[config.mk]
export PLATFORM = sky130hd
export DESIGN_NAME = i2c_buf_seq
export DESIGN_NICKNAME = d
export VERILOG_FILES = /design/src/rtl/i2c_seq_pkg.sv /design/src/rtl/seq_buf.sv /design/src/rtl/seq_tmo.sv /design/src/rtl/i2c_buf_seq.sv
export SDC_FILE = /design/constraint.sdc
export NUM_CORES = 1
export LEC_CHECK = 0
export CORE_MARGIN = 1
export CORE_UTILIZATION = 40
export CTS_CLUSTER_SIZE = 10
export DETAILED_ROUTE_END_ITERATION = 8
export PLACE_DENSITY = 0.62
export SLEW_MARGIN = 0
export SYNTH_ARGS = -nofsm -noshare
export SYNTH_HDL_FRONTEND = slang
export SYNTH_SLANG_ARGS = --single-unit
[constraint.sdc]
create_clock -name clk_i -period 3.5 [get_ports clk_i]
set_input_delay 0.875 -clock clk_i [delete_from_list [all_inputs] [get_ports clk_i]]
set_output_delay 0.875 -clock clk_i [all_outputs]
set_load 0.01 [all_outputs]
[src/rtl/i2c_seq_pkg.sv]
package i2c_seq_pkg;
  typedef enum logic [2:0] {
    EV_START     = 3'd0,
    EV_ADDR_ACK  = 3'd1,
    EV_ADDR_NACK = 3'd2,
    EV_DATA_ACK  = 3'd3,
    EV_DATA_NACK = 3'd4,
    EV_RX_ACKED  = 3'd5,
    EV_RX_NACKED = 3'd6,
    EV_STOP_DONE = 3'd7
  } ev_e;

  typedef enum logic [2:0] {
    CMD_START  = 3'd0,
    CMD_TX     = 3'd1,
    CMD_RX_ACK = 3'd2,
    CMD_RX_NAK = 3'd3,
    CMD_STOP   = 3'd4
  } cmd_e;

  typedef enum logic [1:0] {
    SQ_IDLE = 2'd0,
    SQ_RUN  = 2'd1,
    SQ_STOP = 2'd2
  } sq_e;

  localparam int unsigned B_BUSY  = 7;
  localparam int unsigned B_TMO   = 6;
  localparam int unsigned B_START = 3;
  localparam int unsigned B_AACK  = 2;
  localparam int unsigned B_DACK  = 1;
  localparam int unsigned B_DONE  = 0;
endpackage

[src/rtl/seq_buf.sv]
module seq_buf #(
  parameter int unsigned DEPTH = 16,
  localparam int unsigned AW = $clog2(DEPTH)
) (
  input  logic          clk_i,
  input  logic          rst_ni,
  input  logic          we_i,
  input  logic [AW-1:0] waddr_i,
  input  logic [7:0]    wdata_i,
  input  logic [AW-1:0] ra_i,
  output logic [7:0]    rd_a_o,
  input  logic [AW-1:0] rb_i,
  output logic [7:0]    rd_b_o
);
  logic [7:0] mem_q [DEPTH];

  always_ff @(posedge clk_i or negedge rst_ni) begin
    if (!rst_ni) begin
      for (int i = 0; i < DEPTH; i++) mem_q[i] <= 8'h00;
    end else if (we_i) begin
      mem_q[waddr_i] <= wdata_i;
    end
  end

  assign rd_a_o = mem_q[ra_i];
  assign rd_b_o = mem_q[rb_i];
endmodule

[src/rtl/seq_tmo.sv]
module seq_tmo #(
  parameter int unsigned LIMIT = 3750000,
  localparam int unsigned CW = $clog2(LIMIT + 1)
) (
  input  logic clk_i,
  input  logic rst_ni,
  input  logic clr_i,
  input  logic run_i,
  output logic hit_o
);
  logic [CW-1:0] cnt_q;

  always_ff @(posedge clk_i or negedge rst_ni) begin
    if (!rst_ni)      cnt_q <= '0;
    else if (clr_i)   cnt_q <= '0;
    else if (hit_o)   cnt_q <= '0;
    else if (run_i)   cnt_q <= cnt_q + 1'b1;
  end

  assign hit_o = run_i && (cnt_q == CW'(LIMIT - 1));

  assert_cnt_bound_R10: assert property (@(posedge clk_i) disable iff (!rst_ni)
    cnt_q < CW'(LIMIT));
endmodule

[src/rtl/i2c_buf_seq.sv]
module i2c_buf_seq
  import i2c_seq_pkg::*;
#(
  parameter int unsigned DEPTH      = 16,
  parameter int unsigned TMO_CYCLES = 3750000,
  localparam int unsigned AW = $clog2(DEPTH),
  localparam int unsigned IW = $clog2(DEPTH + 1)
) (
  input  logic          clk_i,
  input  logic          rst_ni,
  input  logic          host_we_i,
  input  logic [AW-1:0] host_addr_i,
  input  logic [7:0]    host_wdata_i,
  input  logic [AW-1:0] host_raddr_i,
  output logic [7:0]    host_rdata_o,
  input  logic [1:0]    addr_len_i,
  input  logic [IW-1:0] data_len_i,
  input  logic          go_i,
  input  logic          ev_valid_i,
  input  logic [2:0]    ev_code_i,
  input  logic [7:0]    ev_data_i,
  output logic          cmd_valid_o,
  output logic [2:0]    cmd_o,
  output logic [7:0]    tx_data_o,
  output logic [7:0]    status_o,
  output logic [IW-1:0] index_o,
  output logic [IW-1:0] rx_count_o
);
  localparam int unsigned SW = IW + 2;

  sq_e           state_q;
  cmd_e          cmd_q;
  logic          cmd_valid_q;
  logic [7:0]    tx_q, status_q;
  logic [IW-1:0] idx_q, limit_q;
  logic          rd_q;

  logic [AW-1:0] seq_raddr;
  logic [7:0]    seq_rdata;
  logic          seq_we, buf_we, tmo_hit, go_ok;
  logic [AW-1:0] buf_waddr;
  logic [7:0]    buf_wdata;
  logic [SW-1:0] wr_sum;
  logic          is_rd, req_ok, ev_start;

  // request check
  assign is_rd  = seq_rdata[0];
  assign wr_sum = SW'(1) + SW'(addr_len_i) + SW'(data_len_i);
  assign req_ok = is_rd ? (data_len_i != '0) && (SW'(data_len_i) + SW'(1) <= SW'(DEPTH))
                        : (addr_len_i != 2'd3) && (wr_sum <= SW'(DEPTH));
  assign go_ok  = (state_q == SQ_IDLE) && go_i && req_ok;

  assign ev_start  = ev_valid_i && (ev_code_i == EV_START);
  assign seq_raddr = (state_q == SQ_IDLE || ev_start) ? '0 : idx_q[AW-1:0];

  assign seq_we = (state_q == SQ_RUN) && ev_valid_i && !tmo_hit && rd_q &&
                  (ev_code_i == EV_RX_ACKED || ev_code_i == EV_RX_NACKED);
  assign buf_we    = seq_we || (host_we_i && state_q == SQ_IDLE);
  assign buf_waddr = seq_we ? idx_q[AW-1:0] : host_addr_i;
  assign buf_wdata = seq_we ? ev_data_i : host_wdata_i;

  seq_buf #(.DEPTH(DEPTH)) u_buf (
    .clk_i   (clk_i),
    .rst_ni  (rst_ni),
    .we_i    (buf_we),
    .waddr_i (buf_waddr),
    .wdata_i (buf_wdata),
    .ra_i    (seq_raddr),
    .rd_a_o  (seq_rdata),
    .rb_i    (host_raddr_i),
    .rd_b_o  (host_rdata_o)
  );

  seq_tmo #(.LIMIT(TMO_CYCLES)) u_tmo (
    .clk_i  (clk_i),
    .rst_ni (rst_ni),
    .clr_i  (go_ok),
    .run_i  (state_q != SQ_IDLE),
    .hit_o  (tmo_hit)
  );

  always_ff @(posedge clk_i or negedge rst_ni) begin
    if (!rst_ni) begin
      state_q     <= SQ_IDLE;
      cmd_q       <= CMD_START;
      cmd_valid_q <= 1'b0;
      tx_q        <= '0;
      status_q    <= '0;
      idx_q       <= '0;
      limit_q     <= '0;
      rd_q        <= 1'b0;
    end else begin
      cmd_valid_q <= 1'b0;
      if (state_q == SQ_IDLE) begin
        if (go_ok) begin
          state_q     <= SQ_RUN;
          status_q    <= 8'h80;
          idx_q       <= '0;
          rd_q        <= is_rd;
          limit_q     <= is_rd ? data_len_i : wr_sum[IW-1:0];
          cmd_q       <= CMD_START;
          cmd_valid_q <= 1'b1;
        end
      end else if (tmo_hit) begin
        status_q[B_TMO]  <= 1'b1;
        status_q[B_BUSY] <= 1'b0;
        state_q          <= SQ_IDLE;
        if (state_q == SQ_RUN) begin
          cmd_q       <= CMD_STOP;
          cmd_valid_q <= 1'b1;
        end
      end else if (ev_valid_i) begin
        if (state_q == SQ_STOP) begin
          if (ev_code_i == EV_STOP_DONE) begin
            status_q[B_BUSY] <= 1'b0;
            state_q          <= SQ_IDLE;
          end
        end else begin
          cmd_valid_q <= 1'b1;
          if (ev_code_i == EV_START) begin
            status_q <= 8'h88;
            idx_q    <= IW'(1);
            tx_q     <= seq_rdata;
            cmd_q    <= CMD_TX;
          end else if (rd_q && ev_code_i == EV_ADDR_ACK) begin
            status_q[B_AACK] <= 1'b1;
            idx_q            <= IW'(1);
            cmd_q            <= (IW'(1) < limit_q) ? CMD_RX_ACK : CMD_RX_NAK;
          end else if (rd_q && ev_code_i == EV_RX_ACKED) begin
            status_q[B_DACK] <= 1'b1;
            idx_q            <= idx_q + 1'b1;
            cmd_q            <= ((idx_q + 1'b1) < limit_q) ? CMD_RX_ACK : CMD_RX_NAK;
          end else if (rd_q && ev_code_i == EV_RX_NACKED) begin
            status_q[2:0] <= 3'b111;
            idx_q         <= idx_q + 1'b1;
            cmd_q         <= CMD_STOP;
            state_q       <= SQ_STOP;
          end else if (!rd_q && (ev_code_i == EV_ADDR_ACK || ev_code_i == EV_DATA_ACK)) begin
            if (ev_code_i == EV_ADDR_ACK) status_q[B_AACK] <= 1'b1;
            else                          status_q[B_DACK] <= 1'b1;
            if (idx_q < limit_q) begin
              tx_q  <= seq_rdata;
              idx_q <= idx_q + 1'b1;
              cmd_q <= CMD_TX;
            end else begin
              status_q[B_DONE] <= 1'b1;
              cmd_q            <= CMD_STOP;
              state_q          <= SQ_STOP;
            end
          end else if (!rd_q && ev_code_i == EV_DATA_NACK) begin
            status_q[B_DONE] <= 1'b1;
            cmd_q            <= CMD_STOP;
            state_q          <= SQ_STOP;
          end else begin
            // address refusal or out-of-order event: abort without done
            cmd_q   <= CMD_STOP;
            state_q <= SQ_STOP;
          end
        end
      end
    end
  end

  assign cmd_valid_o = cmd_valid_q;
  assign cmd_o       = cmd_q;
  assign tx_data_o   = tx_q;
  assign status_o    = status_q;
  assign index_o     = idx_q;
  assign rx_count_o  = (idx_q == '0) ? '0 : idx_q - 1'b1;

  assert_idle_quiet_R11: assert property (@(posedge clk_i) disable iff (!rst_ni)
    (state_q == SQ_IDLE && !go_i) |=> !cmd_valid_o);

  assert_start_flags_R4: assert property (@(posedge clk_i) disable iff (!rst_ni)
    (state_q == SQ_RUN && ev_start && !tmo_hit) |=>
      (status_o == 8'h88 && index_o == IW'(1) && cmd_o == CMD_TX && cmd_valid_o));

  assert_wr_finish_R5: assert property (@(posedge clk_i) disable iff (!rst_ni)
    (state_q == SQ_RUN && ev_valid_i && ev_code_i == EV_DATA_ACK && !rd_q &&
     idx_q >= limit_q && !tmo_hit) |=> (cmd_o == CMD_STOP && status_o[B_DONE]));

  assert_rx_last_R8: assert property (@(posedge clk_i) disable iff (!rst_ni)
    (state_q == SQ_RUN && ev_valid_i && ev_code_i == EV_RX_NACKED && rd_q && !tmo_hit) |=>
      (status_o[2:0] == 3'b111 && cmd_o == CMD_STOP));

  assert_stop_clears_busy_R9: assert property (@(posedge clk_i) disable iff (!rst_ni)
    (state_q == SQ_STOP && ev_valid_i && ev_code_i == EV_STOP_DONE && !tmo_hit) |=>
      !status_o[B_BUSY]);

  assert_tmo_abandon_R10: assert property (@(posedge clk_i) disable iff (!rst_ni)
    (state_q != SQ_IDLE && tmo_hit) |=> (status_o[B_TMO] && !status_o[B_BUSY]));
endmodule

# After elaboration in Yosys (flattened, before gate mapping)
# Cells that the tools add are included.
word_totals:
  mem_bits_ro: 0
  memories: 0
  latch_bits: 0
  word_cells: 221
  output_inout_bits: 38
  ram_bits: 0
  ff_bits: 183
classes:
  div: 0
  eq_ne: 28
  multipliers: 0
  reduce_logical: 53
  bitwise: 6
  muxes: 89
  order_cmp: 9
  n_shift: 0
  addsub: 6
ops:
  columns: ["operator", "n"]
  rows:
  - ["128-bit bitwise mux", 1]
  - ["8-bit 2-to-1 mux", 15]
  - ["5-bit 2-to-1 mux", 14]
  - ["22-bit 2-to-1 mux", 3]
  - ["8-bit binary-select mux with 4-bit select", 2]
  - ["3-bit 2-to-1 mux", 14]
  - ["8-bit demux with 4-bit select", 1]
  - ["2-bit 2-to-1 mux", 15]
  - ["5-bit nonzero test", 5]
  - ["22-bit by 1-bit adder with 22-bit output (second input constant)", 1]
  - ["22-bit == test (second input constant)", 1]
  - ["7-bit AND reduction", 3]
  - ["1-bit 2-to-1 mux", 20]
  - ["1-bit logical AND", 17]
  - ["5-bit greater-or-equal comparator (second input constant)", 3]
  - ["4-bit NOT with 5-bit output", 3]
  - ["3-bit == test (second input constant)", 4]
  - ["6-bit by 5-bit less-or-equal comparator with 1-bit output (second input constant)", 2]
  - ["2-bit != test (second input constant)", 6]
  - ["4-bit != test (second input constant)", 3]
  - ["4-bit AND reduction", 3]
  - ["6-bit nonzero test", 2]
  - ["5-bit less-than comparator", 2]
  - ["2-bit nonzero test", 5]
  - ["34 further kinds", 46]

# Logic depth before layout (Yosys ltp)
logic_depth:
  depth_word: 14
  depth_mapped: 12
  mapped_depth_nobuf: 11

# Cells and area by module
# Synthesis repeated with hierarchy kept, for this count alone.
unflattened:
  hier_cells: 812
  hier_area_um2: 10388.7
by_module_without_submodules:
  columns: ["mod", "cells_each", "instances", "area_each_um2", "seq_area_each_um2"]
  rows:
  - ["seq_buf", 435, 1, 6851.6, 3203.1]
  - ["i2c_buf_seq", 252, 1, 2331.0, 775.7]
  - ["seq_tmo", 125, 1, 1206.2, 550.5]

# Worst setup path before layout
# No wires, ideal clock.
synth_timing:
  path_kind: "in2out"
  start: "in host_raddr_i[1]"
  end: "out host_rdata_o[7]"
  arrival_time_ps: 2693
  stages: 4
  setup_slack_ps: -68
  path_buffers: 2
  path_cell_list: "clkbuf_1 -> clkbuf_1 -> mux4_2 -> mux4_2"
synth_between:
  elab_chain_cells: 4
synth_rtl:
  columns: ["element", "line", "text"]
  rows:
  - ["start, declared", "i2c_buf_seq.sv:14", "input logic [AW-1:0] host_raddr_i,"]
  - ["4-bit NOT with 5-bit output (implied by the code)", "seq_buf.sv:26", "assign rd_b_o = mem_q[rb_i];"]
  - ["8-bit binary-select mux with 4-bit select", "seq_buf.sv:26", null]
  - ["8-bit 2-to-1 mux (implied by the code) (2 in a row)", "seq_buf.sv:26", null]
  - ["end, declared", "i2c_buf_seq.sv:15", "output logic [7:0] host_rdata_o,"]
# Every way passes these cells. The select of a mux whose other input is x is not followed.

# Worst setup path in the final report
layout_timing:
  start: "in host_raddr_i[1]"
  end: "out host_rdata_o[4]"
# The elaborated chain is that of the path after synthesis.

==> impl_metrics.json <==
{
  "ctsHtreeMaxLevel": 4,
  "cts_setup_buffers": 0,
  "vias_per_cell": 5.89,
  "clock_latency_ns": 0.44,
  "power_density_mw_per_mm2": 738,
  "layout_setup_ws_ns": 0.0596,
  "ys.warnings.count": 0,
  "wl_met3_um": 2210,
  "hpwl_um": 21000,
  "final.setup_skew_ns": 0.0215,
  "num_antenna_cells": 0,
  "numPortBuffers": 74,
  "clock_tree.root_cell": "clkbuf_16",
  "seq_area_frac_synth_pct": 42.6,
  "cts.clk_slew.worst_paths_ns": 0.08,
  "endpoint_kind": "output port",
  "p_leak_nw": 5.66,
  "drv_cap": 0,
  "antenna_found_initial": 0,
  "highest_layer": "met4",
  "worstMarginPinSlew_ns": 1.08,
  "n_fill_cell": 2330,
  "synth_ff_type": "dfrtp_1",
  "syn-instance-count": 887,
  "synth-seq-cells": 181,
  "fin_nets": 1060,
  "cts_hold_buf": 0,
  "clockPowerShare_pct": 21.0,
  "syn_area_per_cell_um2": 12.0,
  "clock.fmax_ghz": 0.291,
  "worst_ep_required_time_ns": 2.62,
  "hold_ws_ns": 0.357,
  "drv_slew": 0,
  "drive_above_1_share_pct": 35.7,
  "wire_per_inst_um": 21.9,
  "final-instance-count-excl-fill": 1355,
  "dieHeight_um": 165,
  "drt-initial-drc-count": 780,
  "grt_pass1_wl_um": 46600,
  "rsz0062_at_grt": "false",
  "sw_frac_of_total_pct": 35.9,
  "intPower_mw": 6.14,
  "relSlewSlack_pct": 27.9,
  "status": "completed",
  "route.detailed.drc": 0,
  "ios": 77,
  "period_needed_ns": 3.44,
  "grt_max_degree": 76,
  "cts_sinks": 181,
  "worst_hold_path_type": "input pin to asynchronous set/reset pin",
  "die-area_mm2": 0.0272,
  "syn_to_final_growth_pct": 22.0,
  "p_total_mw": 9.58,
  "hold_viol": 0,
  "rows": 59,
  "cts_tree": "yes",
  "die_x_um": 165,
  "netlist_area_mm2": 0.0106,
  "cts_resized": 9,
  "final-setup-viol-count": 0,
  "ant_nets": 0,
  "finalSetupTns_ns": 0,
  "wl_met2_um": 13200,
  "core-area_mm2": 0.0261,
  "synth_cell_types": 71,
  "period_share_pct": 98.3,
  "overflow": 0,
  "cts_buffer_depth": 2,
  "dp.cells": 1323,
  "regArea_mm2": 0.00453,
  "initial_core_util_pct": 40.8,
  "grtUsageTotal_pct": 23.1,
  "drtPass1Iterations": 5,
  "async_flop_share_pct": 100,
  "p_sw_mw": 3.44,
  "crit_path_start_kind": "input pin",
  "crit_arrival_ns": 2.57,
  "numCtsBuffers": 17,
  "ir_worst_vdd_v": 0.000386,
  "power_frac_seq_pct": 38.1,
  "synth_edf_count": 0,
  "power.share.combinational_pct": 40.9,
  "place_congestion": 0.997,
  "wl_met1_um": 13600,
  "dp_slack_ns": -0.212,
  "path_class": "input pin to output port",
  "crit_path_max_fanout": 15,
  "multiInputGateArea_mm2": 0.00576,
  "grt_pass1_vias": 8015,
  "vias": 7985,
  "totalWireLength_um": 29700
}
placed cells by master, fill, tap and decap left out, types with 8 or more instances in the layout:
cell type        Yosys  final
mux2_2             142    142
dlygate4sd2_1        0      8
xor2_1              10     10
mux2i_1             14     14
nor3_1              14     14
nand3_1             46     46
dfrtp_1            181    179
mux2_4              17     17
clkdlybuf4s50_1      0     63
o211ai_1            16     16
buf_4                4     72
nand4_1              9      9
nand2_1             59     59
clkbuf_16            0     17
o21ai_0             15     15
buf_12               0     15
ha_1                13     13
nor2_1              46     46
mux4_2              56     56
inv_1               19     19
a21oi_1             40     40
per-stage QoR:
stage,instance area (µm²),utilization (%)
2_1_floorplan,10600,-
5_1_grt,13000,49.8
6_report,13000,49.8
3_5_place_dp,12300,47.4
3_3_place_gp,12300,47.4
4_1_cts,13000,49.8
registers in the layout, summed over array words and instances, names as in the netlist:
name,flops
rd_q,1
state_q,2
u_buf.mem_q,128
status_o,6
limit_q,5
u_tmo.cnt_q,22
cmd_valid_o,1
cmd_o,3
tx_data_o,8
index_o,5
final timing paths:
path | startpoint | endpoint | slack (ns) | cells after the start
worst max-delay path | host_raddr_i[1] | host_rdata_o[4] | 0.06 | 5
worst min-delay path | rst_ni | status_o[6] | 0.36 | 1
worst max register to register | u_tmo.cnt_q[9] | u_buf.mem_q[33] | 0.13 | 8
worst min register to register | u_tmo.cnt_q[11] | u_tmo.cnt_q[11] | 0.50 | 1
max in group asynchronous | rst_ni | index_o[2] | 2.30 | 2
min in group clk_i | u_tmo.cnt_q[11] | u_tmo.cnt_q[11] | 0.50 | 1
power groups by stage:
stage | sequential, mW | combinational, mW | clock (mW)
finish | 3.65 | 3.92 | 2.01
global route | 3.75 | 4.24 | 2.15
CTS | 3.63 | 3.92 | 2.05
detailed placement | 3.66 | 3.92 | 0
global placement | 3.64 | 3.87 | 0
floorplan | 3.38 | 2.76 | 0
critical path: stages:
cell and delay, ns:
buf_2 0.14, buf_12 0.19, mux4_2 0.51, mux4_2 0.54
dlygate4sd2_1 0.31
layer usage:
layer | global-route usage [%] | vias to the layer above
li1 | - | 3561
met3 | 6.25 | 56
met1 | 32.2 | 4047
met5 | 0 | -
met4 | 7.17 | 0
met2 | 34.8 | 321
kinds of logic (layout without fill, tap and decap cells):
logic type	after synthesis	in the layout	share of synthesized area, %
AO/OA/AOI/OAI	125	125	8.30
buffers and inverters	79	211	3.31
flip-flops	181	181	42.6
other	1	2	0.0353
multiplexers	233	233	31.2
XOR/XNOR	16	16	1.32
adder cells (fa/ha/maj)	14	14	1.72
AND/OR/NAND/NOR	238	238	11.5
final cells by class:
cell class              instances  share of cell area (%)
clock inverters                15                    1.61
well taps                     335                    3.23
multi-input cells             628                    44.4
clock buffers                  17                    3.28
inverters                      19                   0.550
repair buffers                160                    12.0
flip-flops and latches        181                    34.9
cells in the mapped netlist (all sizes together), types with 2 or more instances:
cell    number  share of area [%]
nor3b        2               0.14
nor4b        2               0.16
o32a         5               0.48
nand2       59                2.1
xnor2        6               0.49
o32ai        2               0.24
or3          5               0.29
a31oi        6               0.35
nand3b       3               0.21
a32oi        7               0.58
and3         7               0.41
nand4        9               0.53
mux4        56                 12
nor3        17                1.0
o211ai      17                1.2
a21oi       42                2.0
a32o         2               0.19
nand3       47                2.3
or2          4               0.24
nor2b        7               0.41
mux2i       16                1.7
nor2        56                2.4
nor4         4               0.24
a22o         7               0.58
mux2       161                 18
inv         19               0.67
ha          13                1.5
a21o         7               0.49
clkbuf      31                1.1
buf         29                1.5
o21ai       15               0.71
o221ai       2               0.16
nand2b       7               0.41
and2         4               0.24
a22oi        3               0.21
xor2        10               0.82
dfrtp      181                 43
(Power assumes the default switching activity.)
